==> src/rtl/dsu_pkg.sv <==
package dsu_pkg;

    typedef enum logic [1:0] {
        OP_MOVE      = 2'b00,
        OP_SCAN      = 2'b01,
        OP_MOVE_SCAN = 2'b10,
        OP_RSVD      = 2'b11
    } op_e;

    typedef enum logic [1:0] {
        STOP_MISS = 2'b00,
        STOP_WORD = 2'b01,
        STOP_BYTE = 2'b10,
        STOP_NONE = 2'b11
    } stop_e;

    localparam int CAUSE_TC  = 0;
    localparam int CAUSE_EOP = 1;
    localparam int CAUSE_MC  = 2;
    localparam int NCAUSE    = 3;

    localparam int ACT_IRQ   = 0;
    localparam int ACT_BASE  = 1;
    localparam int ACT_CHAIN = 2;
    localparam int NACT      = 3;

endpackage

==> src/rtl/dsu_match.sv <==
module dsu_match
    import dsu_pkg::*;
#(
    parameter int DW = 16
) (
    input  logic [DW-1:0] dat_i,
    input  logic [DW-1:0] pat_i,
    input  logic [DW-1:0] msk_i,
    input  stop_e         stop_i,
    output logic          hit_o
);
    localparam int NLANE = DW / 8;

    logic [DW-1:0]    bad;
    logic [NLANE-1:0] lane_ok;
    logic             word_ok;

    assign bad     = (dat_i ^ pat_i) & ~msk_i;
    assign word_ok = (bad == '0);

    for (genvar g = 0; g < NLANE; g++) begin : g_lane
        assign lane_ok[g] = (bad[g*8 +: 8] == 8'h00);
    end

    always_comb begin
        unique case (stop_i)
            STOP_MISS: hit_o = ~word_ok;
            STOP_WORD: hit_o = word_ok;
            STOP_BYTE: hit_o = |lane_ok;
            default:   hit_o = 1'b0;
        endcase
    end
endmodule

==> src/rtl/dsu_count.sv <==
module dsu_count #(
    parameter int CW = 16
) (
    input  logic [CW-1:0] cnt_i,
    input  logic          beat_i,
    output logic [CW-1:0] nxt_o,
    output logic          last_o
);
    localparam logic [CW-1:0] ONE = CW'(1);

    assign nxt_o  = beat_i ? (cnt_i - ONE) : cnt_i;
    assign last_o = beat_i && (cnt_i == ONE);
endmodule

==> src/rtl/dsu_action.sv <==
module dsu_action
    import dsu_pkg::*;
(
    input  logic [NCAUSE-1:0] cause_i,
    input  logic [NACT-1:0]   opt_i,
    output logic              any_o,
    output logic [NACT-1:0]   act_o
);
    assign any_o = |cause_i;

    for (genvar g = 0; g < NACT; g++) begin : g_act
        assign act_o[g] = any_o & opt_i[g];
    end
endmodule

==> src/rtl/dma_stop_unit.sv <==
module dma_stop_unit
    import dsu_pkg::*;
#(
    parameter int DW = 16,
    parameter int CW = 16
) (
    input  logic          clk_i,
    input  logic          rst_ni,
    input  logic          pat_we_i,
    input  logic [DW-1:0] pat_i,
    input  logic          msk_we_i,
    input  logic [DW-1:0] msk_i,
    input  logic          cnt_we_i,
    input  logic [CW-1:0] cnt_i,
    input  logic          base_we_i,
    input  logic [CW-1:0] base_i,
    input  logic          mode_we_i,
    input  logic [1:0]    op_i,
    input  logic [1:0]    stop_i,
    input  logic [2:0]    opt_i,
    input  logic          go_i,
    input  logic          dat_vld_i,
    input  logic [DW-1:0] dat_i,
    input  logic          eop_i,
    output logic          busy_o,
    output logic [CW-1:0] cnt_o,
    output logic          wr_o,
    output logic          term_o,
    output logic [2:0]    cause_o,
    output logic          irq_o,
    output logic          brld_o,
    output logic          crld_o
);
    typedef struct packed {
        logic              busy;
        logic [CW-1:0]     cnt;
        logic [CW-1:0]     base;
        logic [DW-1:0]     pat;
        logic [DW-1:0]     msk;
        op_e               op;
        stop_e             stop;
        logic [NACT-1:0]   opt;
        logic              wr;
        logic              term;
        logic [NCAUSE-1:0] cause;
        logic [NACT-1:0]   act;
    } state_t;

    state_t st_d, st_q;

    logic              beat, eop_hit, hit, last, any;
    logic              does_scan, does_move;
    logic [CW-1:0]     cnt_nxt;
    logic [NCAUSE-1:0] cause;
    logic [NACT-1:0]   act;

    assign beat      = st_q.busy & dat_vld_i;
    assign eop_hit   = st_q.busy & eop_i;
    assign does_scan = (st_q.op == OP_SCAN) || (st_q.op == OP_MOVE_SCAN);
    assign does_move = (st_q.op != OP_SCAN);

    dsu_match #(.DW(DW)) u_match (
        .dat_i  (dat_i),
        .pat_i  (st_q.pat),
        .msk_i  (st_q.msk),
        .stop_i (st_q.stop),
        .hit_o  (hit)
    );

    dsu_count #(.CW(CW)) u_count (
        .cnt_i  (st_q.cnt),
        .beat_i (beat),
        .nxt_o  (cnt_nxt),
        .last_o (last)
    );

    always_comb begin
        cause            = '0;
        cause[CAUSE_TC]  = last;
        cause[CAUSE_EOP] = eop_hit;
        cause[CAUSE_MC]  = beat & does_scan & hit;
    end

    dsu_action u_action (
        .cause_i (cause),
        .opt_i   (st_q.opt),
        .any_o   (any),
        .act_o   (act)
    );

    always_comb begin
        st_d       = st_q;
        st_d.wr    = 1'b0;
        st_d.term  = 1'b0;
        st_d.cause = '0;
        st_d.act   = '0;
        if (st_q.busy) begin
            st_d.cnt = cnt_nxt;
            st_d.wr  = beat & does_move;
            if (any) begin
                st_d.busy  = 1'b0;
                st_d.term  = 1'b1;
                st_d.cause = cause;
                st_d.act   = act;
                if (act[ACT_BASE]) begin
                    st_d.cnt = st_q.base;
                end
            end
        end else begin
            if (pat_we_i)  st_d.pat  = pat_i;
            if (msk_we_i)  st_d.msk  = msk_i;
            if (cnt_we_i)  st_d.cnt  = cnt_i;
            if (base_we_i) st_d.base = base_i;
            if (mode_we_i) begin
                st_d.op   = op_e'(op_i);
                st_d.stop = stop_e'(stop_i);
                st_d.opt  = opt_i;
            end
            if (go_i) st_d.busy = 1'b1;
        end
    end

    always_ff @(posedge clk_i or negedge rst_ni) begin
        if (!rst_ni) begin
            st_q <= '0;
        end else begin
            st_q <= st_d;
        end
    end

    assign busy_o  = st_q.busy;
    assign cnt_o   = st_q.cnt;
    assign wr_o    = st_q.wr;
    assign term_o  = st_q.term;
    assign cause_o = st_q.cause;
    assign irq_o   = st_q.act[ACT_IRQ];
    assign brld_o  = st_q.act[ACT_BASE];
    assign crld_o  = st_q.act[ACT_CHAIN];
endmodule

==> config.mk <==
export PLATFORM = sky130hd
export DESIGN_NAME = dma_stop_unit
export DESIGN_NICKNAME = d
export VERILOG_FILES = /design/src/rtl/dsu_pkg.sv /design/src/rtl/dsu_match.sv /design/src/rtl/dsu_count.sv /design/src/rtl/dsu_action.sv /design/src/rtl/dma_stop_unit.sv
export SDC_FILE = /design/constraint.sdc
export NUM_CORES = 1
export LEC_CHECK = 0
export ABC_AREA = 1
export BUFFER_PORTS_ARGS = -buffer_cell sky130_fd_sc_hd__buf_4
export CORE_ASPECT_RATIO = 0.5
export CORE_MARGIN = 2
export CORE_UTILIZATION = 42
export DETAILED_ROUTE_END_ITERATION = 12
export PLACE_DENSITY = 0.74
export SKIP_CTS_REPAIR_TIMING = 1
export SYNTH_ARGS = -nofsm -noshare
export SYNTH_HDL_FRONTEND = slang
export SYNTH_SLANG_ARGS = --single-unit
==> constraint.sdc <==
create_clock -name clk_i -period 4.4 [get_ports clk_i]
set_input_delay 0.22 -clock clk_i [delete_from_list [all_inputs] [get_ports clk_i]]
set_output_delay 0.22 -clock clk_i [all_outputs]
set_load 0.05 [all_outputs]
# == After elaboration in Yosys (flattened, before gate mapping) ==
# Index checks and enable logic that the tools add are counted.
# totals
ff_bits,80
in_bits,97
output_inout_bits,25
elab_cells,54
# classes
n_addsub,1
eq_ne,6
muxes,9
bitwise_logic,13
n_reduce_logical,13
# op_table
op,n
$mux W16,3
$mux W17,2
$and A16 B16 Y16,1
$eq A16 B1 Y1 const B,1
$logic_not A16 Y1,1
$logic_not A8 Y1,2
$not A16 Y16,1
$sub A16 B1 Y16 const B,1
$xor A16 B16 Y16,1
$and A1 B1 Y1,8
$mux W8,1
$reduce_and A2 Y1,4
$mux W7,1
$eq A2 B1 Y1 const B,2
$eq A2 B2 Y1 const B,2
$pmux W1 S3,1
$reduce_or A3 Y1,1
$logic_not A2 Y1,1
$ne A2 B1 Y1 const B,1
$not A1 Y1,2
$reduce_bool A2 Y1,1
$reduce_or A2 Y1,1
$logic_and A1 B1 Y1,1
$logic_or A1 B1 Y1,1
$mux W1,1

# == Longest topological paths before layout ==
# Gate-level depths: netlist of the first run.
# logic_depth
ltp_word,11
ltp_mapped,17

# == By module ==
# From an unflattened synthesis of the first run, not the netlist that was laid out.
# hier_totals
cells_unflattened,673
area_unflattened_um2,4712.0
# modules_own_cells
mod,instances,cells_per_inst,area_per_inst_um2,seq_area_each_um2
dma_stop_unit,1,430,3618.5,2001.9
dsu_match,1,142,578.1,0.0
dsu_count,1,92,475.5,0.0
dsu_action,1,9,40.0,0.0

# == Worst setup path after synthesis of the first run ==
# OpenSTA, ideal clock, no wires.
# synth_path
path_kind,register -> register
startpoint,"register st_q, in the netlist busy_o"
endpoint,"register st_q, in the netlist cnt_o[15]"
setup_time_ps,121
arrival_time_ps,1906
setup_slack_ps,2373
path_stages_with_launch,14
n_path_buf,0
synth_period_minus_slack_ps,2027
path_cell_list,dfrtp_1 -> nand2_2 -> inv_1 -> nand3_1 -> nor2_1 -> inv_1 -> nor2_1 -> nand2_1 -> nor2_1 -> nand2_1 -> xor2_1 -> nor2_1 -> nor2_1 -> nor2_1
# synth_between
elab_chain_len,8
word_cells_on_any_way,12
classes_between,mux: 4; bitwise: 5; reduce/logical: 3
# synth_rtl
element,line_no,source
"start, declared",dma_stop_unit.sv:49,"state_t st_d, st_q;"
"start signal, assigned",dma_stop_unit.sv:127,st_q <= st_d;
$and A1 B1 Y1,dma_stop_unit.sv:57,assign beat = st_q.busy & dat_vld_i;
$and A1 B1 Y1 (2 in series),dma_stop_unit.sv:81,cause[CAUSE_MC] = beat & does_scan & hit;
$reduce_or A3 Y1,dsu_action.sv:9,assign any_o = |cause_i;
$and A1 B1 Y1,dsu_action.sv:12,assign act_o[g] = any_o & opt_i[g];
$mux W16,dma_stop_unit.sv:105,if (act[ACT_BASE]) begin
$mux W17,dma_stop_unit.sv:100,if (any) begin
$mux W17,dma_stop_unit.sv:97,if (st_q.busy) begin
# Several ways; a longest one is shown, not always the timed one.
# A chain may end at the register's enable or synchronous reset.

# == Final worst setup path of the first run ==
# layout_path
startpoint,"register st_q, in the netlist cnt_o[0]"
endpoint,"register st_q, in the netlist cnt_o[14]"
# layout_between
elab_chain_len,7
word_cells_on_any_way,9
classes_between,add/sub: 1; eq/ne: 1; mux: 4; bitwise: 1; reduce/logical: 2
# layout_rtl
element,line_no
"parallel branches: the longest is 5 deep, another holds $sub A16 B1 Y16",--
$mux W17 (*),dma_stop_unit.sv:100
$mux W17 (*),dma_stop_unit.sv:97
# Every way passes the cells marked *.

==> results.sh, run 1 <==
export IMPL_cp_end_kind="flip-flop"
export IMPL_post_place_ws_ns=2.326
export IMPL_finalSetupViolCount=0
export IMPL_fin_ws_ns=2.295
export IMPL_grt_ovfl_total=0
export IMPL_ys_types=29
export IMPL_antenna_found_initial=0
export IMPL_path_max_fanout=4
export IMPL_skew_ns=0.003443
export IMPL_min_period_ns=2.105
export IMPL_firstDrtPassIters=4
export IMPL_nets=688
export IMPL_routed_wl_um=9624
export IMPL_place_area_sq_mm=0.005050
export IMPL_synth_cells=486
export IMPL_drtAntennaViolNets=0
export IMPL_track_usage_pct=18.74
export IMPL_fin_setup_tns_ns=0
export IMPL_power_leakage_uw=0.002723
export IMPL_dpl_hpwl_um=6985
export IMPL_max_cap_violations=0
export IMPL_yosysMostFrequentCell="nand2_1"
export IMPL_crit_type="flip-flop to flip-flop"
export IMPL_rows=25
export IMPL_final_max_slew_violation_count=0
export IMPL_cts_tree="built"
export IMPL_cp_arrival_ns=2.33
export IMPL_grt_pass1_wl_um=15660
export IMPL_synth_ff_type="dfrtp_1"
export IMPL_r2r_setup_slack_ns=2.30
export IMPL_synth_top_area_share_pct=47.93
export IMPL_yosysTopAreaCell="dfrtp_1"
export IMPL_synth_common_cells="nand2_1, nor2_1, dfrtp_1"
export IMPL_max_freq_mhz=475.1
export IMPL_synth_area_per_cell_sq_um=8.594
export IMPL_netlist_area_sq_mm=0.004177
export IMPL_drtIter0Drc=168
export IMPL_yosys_warnings=0
export IMPL_synth_seq_cells=80
export IMPL_synthArstFlopShare_pct=100.0
export IMPL_cts_buffers=9
export IMPL_vias=3405
export IMPL_grt_start_max_net_pins=81
export IMPL_required_ns=4.62
export IMPL_diodes=0
export IMPL_tightest_slew_ns=1.009
export IMPL_numClockSinks=80
export IMPL_status="completed"
export IMPL_synth_area_leaders="dfrtp_1, mux2_2, nand2_1, nor2_1, inv_1"
export IMPL_start_util_pct=43.78
export IMPL_pin_count=122
export IMPL_port_buffers=121
export IMPL_synthToLayoutAreaGrowth_pct=27.83
export IMPL_grt_setup_unrepaired="no"
export IMPL_hold_violations=0
export IMPL_synth_fp_nets=586
export IMPL_wl_per_cell_um=13.22
export IMPL_clk_pin_slew_worst_paths_ns=0.06
export IMPL_final_area_sq_mm=0.005339
export IMPL_clock_path_buffers=2
export IMPL_vias_per_cell=4.677
export IMPL_die_area_sq_mm=0.01081
export IMPL_core_area_sq_mm=0.009540
export IMPL_clkLatencyLatePin_ns=0.34
export IMPL_rr_endpoint="cnt_o[14]"
export IMPL_power_uw=3685
export IMPL_routabilityCongestion=0.8383
export IMPL_timing_rr_start="cnt_o[0]"
export IMPL_grt_pass1_vias=3324
export IMPL_whs_ns=0.04826
export IMPL_cts_max_level=3
export IMPL_filler_cell_count=893
export IMPL_crit_path_start_kind="flip-flop"
export IMPL_drc=0
export IMPL_slew_headroom_pct=32.72
export IMPL_reg2reg_depth=11
export IMPL_synth_seq_area_share_pct=47.93
export IMPL_drive_above_1_share_pct=31.20
export IMPL_die_h_um=74.52
export IMPL_irDropWorstVdd_mv=0.2649
export IMPL_fin_crit_sh_pct=47.84
export IMPL_synth_edff_count=0
export IMPL_cts_root_buf="clkbuf_16"
export IMPL_holdCritPathClass="input port to asynchronous set/reset pin"
export IMPL_die_x_um=145.0
export IMPL_power_density_mw_per_mm2=690.1
## worst max path at each step
stage / from / endpoint / slack [ns] / cells after the start
2_1_floorplan: busy_o / cnt_o[15] / 2.37 / 13
3_3_place_gp: cnt_o[0] / cnt_o[14] / 2.40 / 11
4_1_cts: cnt_o[0] / cnt_o[14] / 2.30 / 11
3_5_place_dp: cnt_o[0] / cnt_o[14] / 2.33 / 11
6_report: cnt_o[0] / cnt_o[14] / 2.30 / 11
5_1_grt: cnt_o[0] / cnt_o[14] / 2.02 / 11
## registers in the layout (all words and copies together) (netlist names)
register  flops
brld_o        1
busy_o        1
cause_o       3
cnt_o        16
crld_o        1
irq_o         1
st_q         55
term_o        1
wr_o          1
## final cells by class
| class | count | area, sq um | area share [%] |
|---|---|---|---|
| Multi-Input combinational cell | 317 | 1745 | 32.69 |
| Sequential cell | 80 | 2002 | 37.50 |
| Inverter | 58 | 217.7 | 4.078 |
| Clock buffer | 10 | 229.0 | 4.289 |
| Clock inverter | 6 | 60.06 | 1.125 |
| Timing Repair Buffer | 122 | 915.9 | 17.15 |
| Tap cell | 135 | 168.9 | 3.164 |
## through the flow
stage,utilization [%],cells
floorplan,-,486
global placement,52.93,712
detailed placement,52.93,712
CTS,55.96,728
global route,55.96,728
finish,55.96,728
## worst max-delay path, cell delays in order, from the launching register on
cell and delay (ns):
dfrtp_1 0.41, inv_1 0.13, ha_1 0.16, inv_1 0.06, nor3_2 0.29, nand4_1 0.19
nor3_1 0.27, nand2_1 0.12, xor2_1 0.15, nor2_1 0.07, nor2_1 0.11, nor2_1 0.04
## layer usage
layer | global-route usage, % | wire (um) | up-vias
li1 | - | - | 1728
met1 | 23.04 | 4418 | 1576
met2 | 32.38 | 4555 | 91
met3 | 6.319 | 532 | 10
met4 | 5.391 | 117 | 0
met5 | 0 | 0 | -
## cell usage in the layout (no fill, tap or decap), drive strengths merged
cell      instances
buf             122
nand2            92
nor2             86
dfrtp            80
inv              58
mux2             32
a21oi            31
nand3            18
o22ai            12
xor2             11
clkbuf           10
o21ai             6
o21bai            5
nor3              5
or2               4
nand3b            4
ha                3
clkinv            3
a21boi            3
nand4             2
xnor2             2
clkinvlp          2
and3              1
bufinv            1
## kinds of logic after synthesis
kind of cell | count (synthesis) | share of synthesized area, %
adder cells (fa/ha/maj) | 3 | 0.8988
XOR/XNOR | 13 | 2.726
multiplexers | 32 | 8.628
AO/OA/AOI/OAI | 57 | 7.939
buffers and inverters | 89 | 10.28
flip-flops | 80 | 47.93
AND/OR/NAND/NOR | 212 | 21.60
## report_power, final
group	switching (uW)	internal (uW)	total, uW
clock	290	436	726
sequential	255	1080	1340
combinational	992	629	1620
Note: power is estimated with default switching activity, not from simulation.
==> run 2: changes to the inputs <==
--- a/config.mk
+++ b/config.mk
@@ -11,7 +11,7 @@
 export CORE_MARGIN = 2
 export CORE_UTILIZATION = 42
 export DETAILED_ROUTE_END_ITERATION = 12
-export PLACE_DENSITY = 0.74
+export PLACE_DENSITY = 0.77
 export SKIP_CTS_REPAIR_TIMING = 1
 export SYNTH_ARGS = -nofsm -noshare
 export SYNTH_HDL_FRONTEND = slang
==> constraint.sdc (replaced) <==
create_clock -name clk_i -period 1.9 [get_ports clk_i]
set_input_delay 0.095 -clock clk_i [delete_from_list [all_inputs] [get_ports clk_i]]
set_output_delay 0.095 -clock clk_i [all_outputs]
set_load 0.05 [all_outputs]
==> results.sh, run 2 (synthesis results as in run 1) <==
export IMPL_holdCritPathClass="input port to flip-flop"
export IMPL_rows=25
export IMPL_antenna_found_initial=0
export IMPL_cp_end_kind="flip-flop"
export IMPL_vias=3702
export IMPL_cts_max_level=3
export IMPL_routed_wl_um=10770
export IMPL_max_cap_violations=0
export IMPL_port_buffers=121
export IMPL_r2r_setup_slack_ns=0.02
export IMPL_drc=0
export IMPL_synthToLayoutAreaGrowth_pct=42.87
export IMPL_use_met2_pct=34.29
export IMPL_routabilityCongestion=0.8352
export IMPL_grt_setup_unrepaired="yes"
export IMPL_final_area_sq_mm=0.005967
export IMPL_wl_per_cell_um=13.60
export IMPL_clock_path_buffers=2
export IMPL_skew_ns=0.004693
export IMPL_fin_crit_sh_pct=98.88
export IMPL_filler_cell_count=802
export IMPL_crit_start="st_q[34]"
export IMPL_finalSetupViolCount=0
export IMPL_track_usage_pct=19.63
export IMPL_regMostFlops="st_q"
export IMPL_fin_util_pct=62.54
export IMPL_grt_busiest_layer="met2"
export IMPL_mostFrequentLayoutCells="buf_4, nor2_1, nand2_1, dfrtp_1, inv_1"
export IMPL_timing_rr_start="st_q[34]"
export IMPL_power_leakage_uw=0.003015
export IMPL_vias_per_cell=4.674
export IMPL_pin_count=122
export IMPL_endpoint="cnt_o[13]"
export IMPL_slew_headroom_pct=69.89
export IMPL_whs_ns=-0.0006656
export IMPL_firstDrtPassIters=5
export IMPL_clk_pin_slew_worst_paths_ns=0.06
export IMPL_grt_ovfl_total=0
export IMPL_drive_above_1_share_pct=34.86
export IMPL_power_uw=9055
export IMPL_die_x_um=145.0
export IMPL_final_max_slew_violation_count=0
export IMPL_reg2reg_depth=15
export IMPL_cp_arrival_ns=2.10
export IMPL_clkLatencyLatePin_ns=0.34
export IMPL_numClockSinks=80
export IMPL_rr_endpoint="cnt_o[13]"
export IMPL_core_area_sq_mm=0.009540
export IMPL_crit_path_max_incr_delay_ns=0.38
export IMPL_diodes=0
export IMPL_cts_buffers=9
export IMPL_grt_pass1_wl_um=16340
export IMPL_max_freq_mhz=532.3
export IMPL_layout_commonest_cell="buf_4"
export IMPL_crit_type="flip-flop to flip-flop"
export IMPL_finalNonFillerCells=792
export IMPL_place_area_sq_mm=0.005309
export IMPL_dpl_hpwl_um=7717
export IMPL_required_ns=2.12
export IMPL_dp_cells=743
export IMPL_crit_path_start_kind="flip-flop"
export IMPL_start_util_pct=43.78
export IMPL_cts_tree="built"
export IMPL_worstHoldStart="pat_i[10]"
export IMPL_path_cells="inv_1 -> nand2_1 -> nand3b_1 -> nand2_1 -> nor2_2 -> nand2_1 -> nor2_2 -> nand2_1 -> nand2_2 -> nand2_4 -> a21boi_4 -> buf_12 -> nor2_1 -> nor2_1 -> nor2_1"
export IMPL_tightest_slew_ns=0.4505
export IMPL_violations="negative hold slack"
export IMPL_grt_start_max_net_pins=40
export IMPL_critical_path_most_common_cell="nand2_1"
export IMPL_path_max_fanout=16
export IMPL_nets=752
export IMPL_largest_reg_flops=55
export IMPL_cp_slowest_cell="dfrtp_1"
export IMPL_irDropWorstVdd_mv=0.6231
export IMPL_cts_root_buf="clkbuf_16"
export IMPL_use_met3_pct=5.890
export IMPL_grt_pass1_vias=3464
export IMPL_drtAntennaViolNets=0
export IMPL_status="finished, violations left"
export IMPL_grt_util_met1_pct=23.87
export IMPL_die_area_sq_mm=0.01081
export IMPL_min_period_ns=1.879
export IMPL_drtIter0Drc=211
export IMPL_power_density_mw_per_mm2=1517
export IMPL_hold_violations=1
export IMPL_die_h_um=74.52
run 2: metal layers:
metal / share of wire [%] / vias to the layer above
li1: - / 1852
met1: 44 / 1731
met2: 49 / 102
met3: 5.0 / 17
met4: 1.7 / 0
met5: 0 / -
run 2: through the flow:
step	setup WS [ns]	TNS [ns]	hold WS, ns
4_1_cts	-0.03803	-0.1068	-0.3441
5_1_grt	-0.1946	-2.552	0.00005060
3_3_place_gp	0.04113	0	0.02116
6_report	0.02134	0	-0.0006656
3_5_place_dp	-0.003130	-0.006146	0.02060
2_1_floorplan	0.03695	0	-0.2006
run 2: how the worst min path moves through the flow:
stage	to	cells past startpoint
after global routing	st_q[41]	2
after floorplan	brld_o	0
after detailed placement	st_q[55]	1
after global placement	st_q[55]	1
after CTS	st_q[50]	1
final	st_q[41]	2
run 2: power by group:
part	total, uW	switching [uW]	internal, uW
Combinational	4470	2640	1830
Clock	1610	693	916
Sequential	2980	464	2510
run 2: worst max-delay path, delay by kind of cell (launching register included):
| family | cells | cell delay [ns] |
|---|---|---|
| and+or+nand+nor | 12 | 1.00 |
| DFF | 1 | 0.38 |
| buffers and inverters | 2 | 0.23 |
| AOI/OAI and AO/OA | 1 | 0.15 |
run 2: area by class of cell:
type / instances / area (sq um) / share of cell area, %
sequential: 80 / 2003 / 33.57
multi-input combinational: 317 / 1797 / 30.11
timing repair buffer: 186 / 1505 / 25.23
clock buffer: 11 / 242.7 / 4.068
inverter: 58 / 217.7 / 3.649
tap: 135 / 168.9 / 2.831
clock inverter: 5 / 32.53 / 0.5452
==> run 3: changes to the inputs <==
--- a/config.mk
+++ b/config.mk
@@ -7,7 +7,7 @@
 export LEC_CHECK = 0
 export ABC_AREA = 1
 export BUFFER_PORTS_ARGS = -buffer_cell sky130_fd_sc_hd__buf_4
-export CORE_ASPECT_RATIO = 0.5
+export CORE_ASPECT_RATIO = 1.75
 export CORE_MARGIN = 2
 export CORE_UTILIZATION = 42
 export DETAILED_ROUTE_END_ITERATION = 12
@@ -16,3 +16,4 @@
 export SYNTH_ARGS = -nofsm -noshare
 export SYNTH_HDL_FRONTEND = slang
 export SYNTH_SLANG_ARGS = --single-unit
+export TNS_END_PERCENT = 1
==> results.sh, run 3 (synthesis results as in run 1) <==
export IMPL_required_ns=2.16
export IMPL_skew_ns=0.007348
export IMPL_clkLatencyLatePin_ns=0.34
export IMPL_rows=48
export IMPL_cts_root_buf="clkbuf_16"
export IMPL_clock_path_buffers=2
export IMPL_cp_arrival_ns=2.23
export IMPL_cp_top_family="simple AND/OR/NAND/NOR gates"
export IMPL_switchingPower_uw=3829
export IMPL_multiInputGateArea_sq_mm=0.001795
export IMPL_slew_headroom_pct=61.22
export IMPL_drc=0
export IMPL_path_buf_inv=1
export IMPL_wl_met1_um=4084
export IMPL_vias_per_cell=4.909
export IMPL_die_h_um=135.9
export IMPL_cp_slowest_cell="dfrtp_1"
export IMPL_crit_type="flip-flop to flip-flop"
export IMPL_status="finished, violations left"
export IMPL_nets=752
export IMPL_r2r_setup_slack_ns=-0.07
export IMPL_drive_above_1_share_pct=35.01
export IMPL_hold_violations=1
export IMPL_cts_buffers=9
export IMPL_cts_max_level=3
export IMPL_power_leakage_uw=0.003016
export IMPL_routed_wl_um=11520
export IMPL_die_area_sq_mm=0.01079
export IMPL_pin_count=122
export IMPL_pwr_share_seq_pct=33.0
export IMPL_wl_met3_um=552
export IMPL_track_usage_pct=21.45
export IMPL_diodes=0
export IMPL_whs_ns=-0.004242
export IMPL_timing_rr_start="st_q[43]"
export IMPL_max_freq_mhz=508.7
export IMPL_power_share_clock_pct=18.0
export IMPL_final_area_sq_mm=0.005951
export IMPL_grt_start_max_net_pins=46
export IMPL_endpoint="cnt_o[6]"
export IMPL_fin_util_pct=60.79
export IMPL_cts_tree="built"
export IMPL_fin_crit_sh_pct=103.5
export IMPL_cp_end_kind="flip-flop"
export IMPL_clk_pin_slew_worst_paths_ns=0.06
export IMPL_port_buffers=121
export IMPL_start_util_pct=42.66
export IMPL_tightest_slew_ns=0.5817
export IMPL_crit_start="st_q[43]"
export IMPL_layout_commonest_cell="buf_4"
export IMPL_wl_per_cell_um=14.73
export IMPL_crit_path_max_incr_delay_ns=0.40
export IMPL_die_x_um=79.38
export IMPL_grt_ovfl_total=0
export IMPL_vias=3839
export IMPL_firstDrtPassIters=4
export IMPL_crit_path_start_kind="flip-flop"
export IMPL_numClockSinks=80
export IMPL_dpl_hpwl_um=8630
export IMPL_rr_endpoint="cnt_o[6]"
export IMPL_reg2reg_depth=13
export IMPL_post_place_ws_ns=-0.02263
export IMPL_core_area_sq_mm=0.009789
export IMPL_critical_path_depth=13
export IMPL_ff_latch_area_sq_mm=0.002003
export IMPL_path_cells="or2_1 -> nand2_1 -> nand2_1 -> nor2_2 -> nand2_2 -> o21bai_1 -> nand2_2 -> nand2_4 -> nand2_4 -> buf_4 -> nand3_1 -> nand3_1 -> a21oi_2"
export IMPL_finalSetupViolCount=4
export IMPL_p_int_uw=5259
export IMPL_p_comb_share_pct=49.0
export IMPL_grt_setup_unrepaired="yes"
export IMPL_irDropWorstVdd_mv=0.7904
export IMPL_mostFrequentLayoutCells="buf_4, nand2_1, dfrtp_1, nor2_1, inv_1"
export IMPL_dr_wl_met2_um=6555
export IMPL_antenna_found_initial=0
export IMPL_grt_pass1_vias=3859
export IMPL_filler_cell_count=856
export IMPL_holdCritPathClass="input port to flip-flop"
export IMPL_final_max_slew_violation_count=0
export IMPL_drtIter0Drc=114
export IMPL_place_area_sq_mm=0.005276
export IMPL_fin_ws_ns=-0.06580
export IMPL_max_cap_violations=0
export IMPL_largest_reg_flops=55
export IMPL_regMostFlops="st_q"
export IMPL_netSwitchingFraction_pct=42.13
export IMPL_synthToLayoutAreaGrowth_pct=42.48
export IMPL_top_layer_used="met4"
export IMPL_min_period_ns=1.966
export IMPL_path_max_fanout=6
export IMPL_power_density_mw_per_mm2=1527
export IMPL_grt_pass1_wl_um=17660
export IMPL_routabilityCongestion=0.8574
export IMPL_drtAntennaViolNets=0
export IMPL_violations="negative hold slack, negative setup slack"
-- run 3: cell types whose count changed in the layout (fill, tap and decap cells not counted), moves of 2 or more --
cell           delta
clkinvlp_4        -2
dlygate4sd3_1     +2
nor2_1            -3
nor2_2            +3
-- run 3: metrics by stage --
stage,total power (uW),cells,TNS (ns)
detailed placement,7317,732,-0.05109
global placement,7135,732,0
CTS,8989,748,-0.5421
global route,9709,782,-2.246
finish,9088,782,-0.1711
floorplan,6071,486,0
-- run 3: cell type report --
type	instances	share of cell area, %
flip-flops and latches	80	33.66
well taps	125	2.628
multi-input cells	317	30.17
clock buffers	11	4.247
inverters	58	3.659
clock inverters	5	0.5257
repair buffers	186	25.11
-- run 3: routing by layer --
layer / up-vias / track usage, %
li1: 1859 / -
met1: 1836 / 21.81
met2: 123 / 41.57
met3: 21 / 5.179
met4: 0 / 7.280
met5: - / 0
-- run 3: worst min-delay path by stage --
stage              start         end  slack [ns]  depth (start not counted)
4_1_cts           rst_ni    st_q[26]       -0.24                          1
2_1_floorplan     rst_ni      brld_o       -0.20                          0
3_5_place_dp      rst_ni    st_q[26]        0.12                          1
6_report           eop_i  cause_o[1]      -0.004                          3
5_1_grt        base_i[0]    st_q[47]      0.0008                          3
3_3_place_gp      rst_ni    st_q[26]        0.11                          1
-- run 3: power groups by stage --
| stage | Combinational (uW) | Clock, uW | Sequential (uW) |
|---|---|---|---|
| 2_1_floorplan | 2960 | 0 | 3110 |
| 3_3_place_gp | 4190 | 0 | 2950 |
| 3_5_place_dp | 4310 | 0 | 3010 |
| 4_1_cts | 4330 | 1680 | 2980 |
| 5_1_grt | 4860 | 1750 | 3090 |
| 6_report | 4450 | 1640 | 3000 |
-- run 3: tightest hold or removal path, delay by kind of cell --
family / cells / cell delay (ns)
buffers and inverters: 2 / 0.13
AND/OR/NAND/NOR: 1 / 0.07
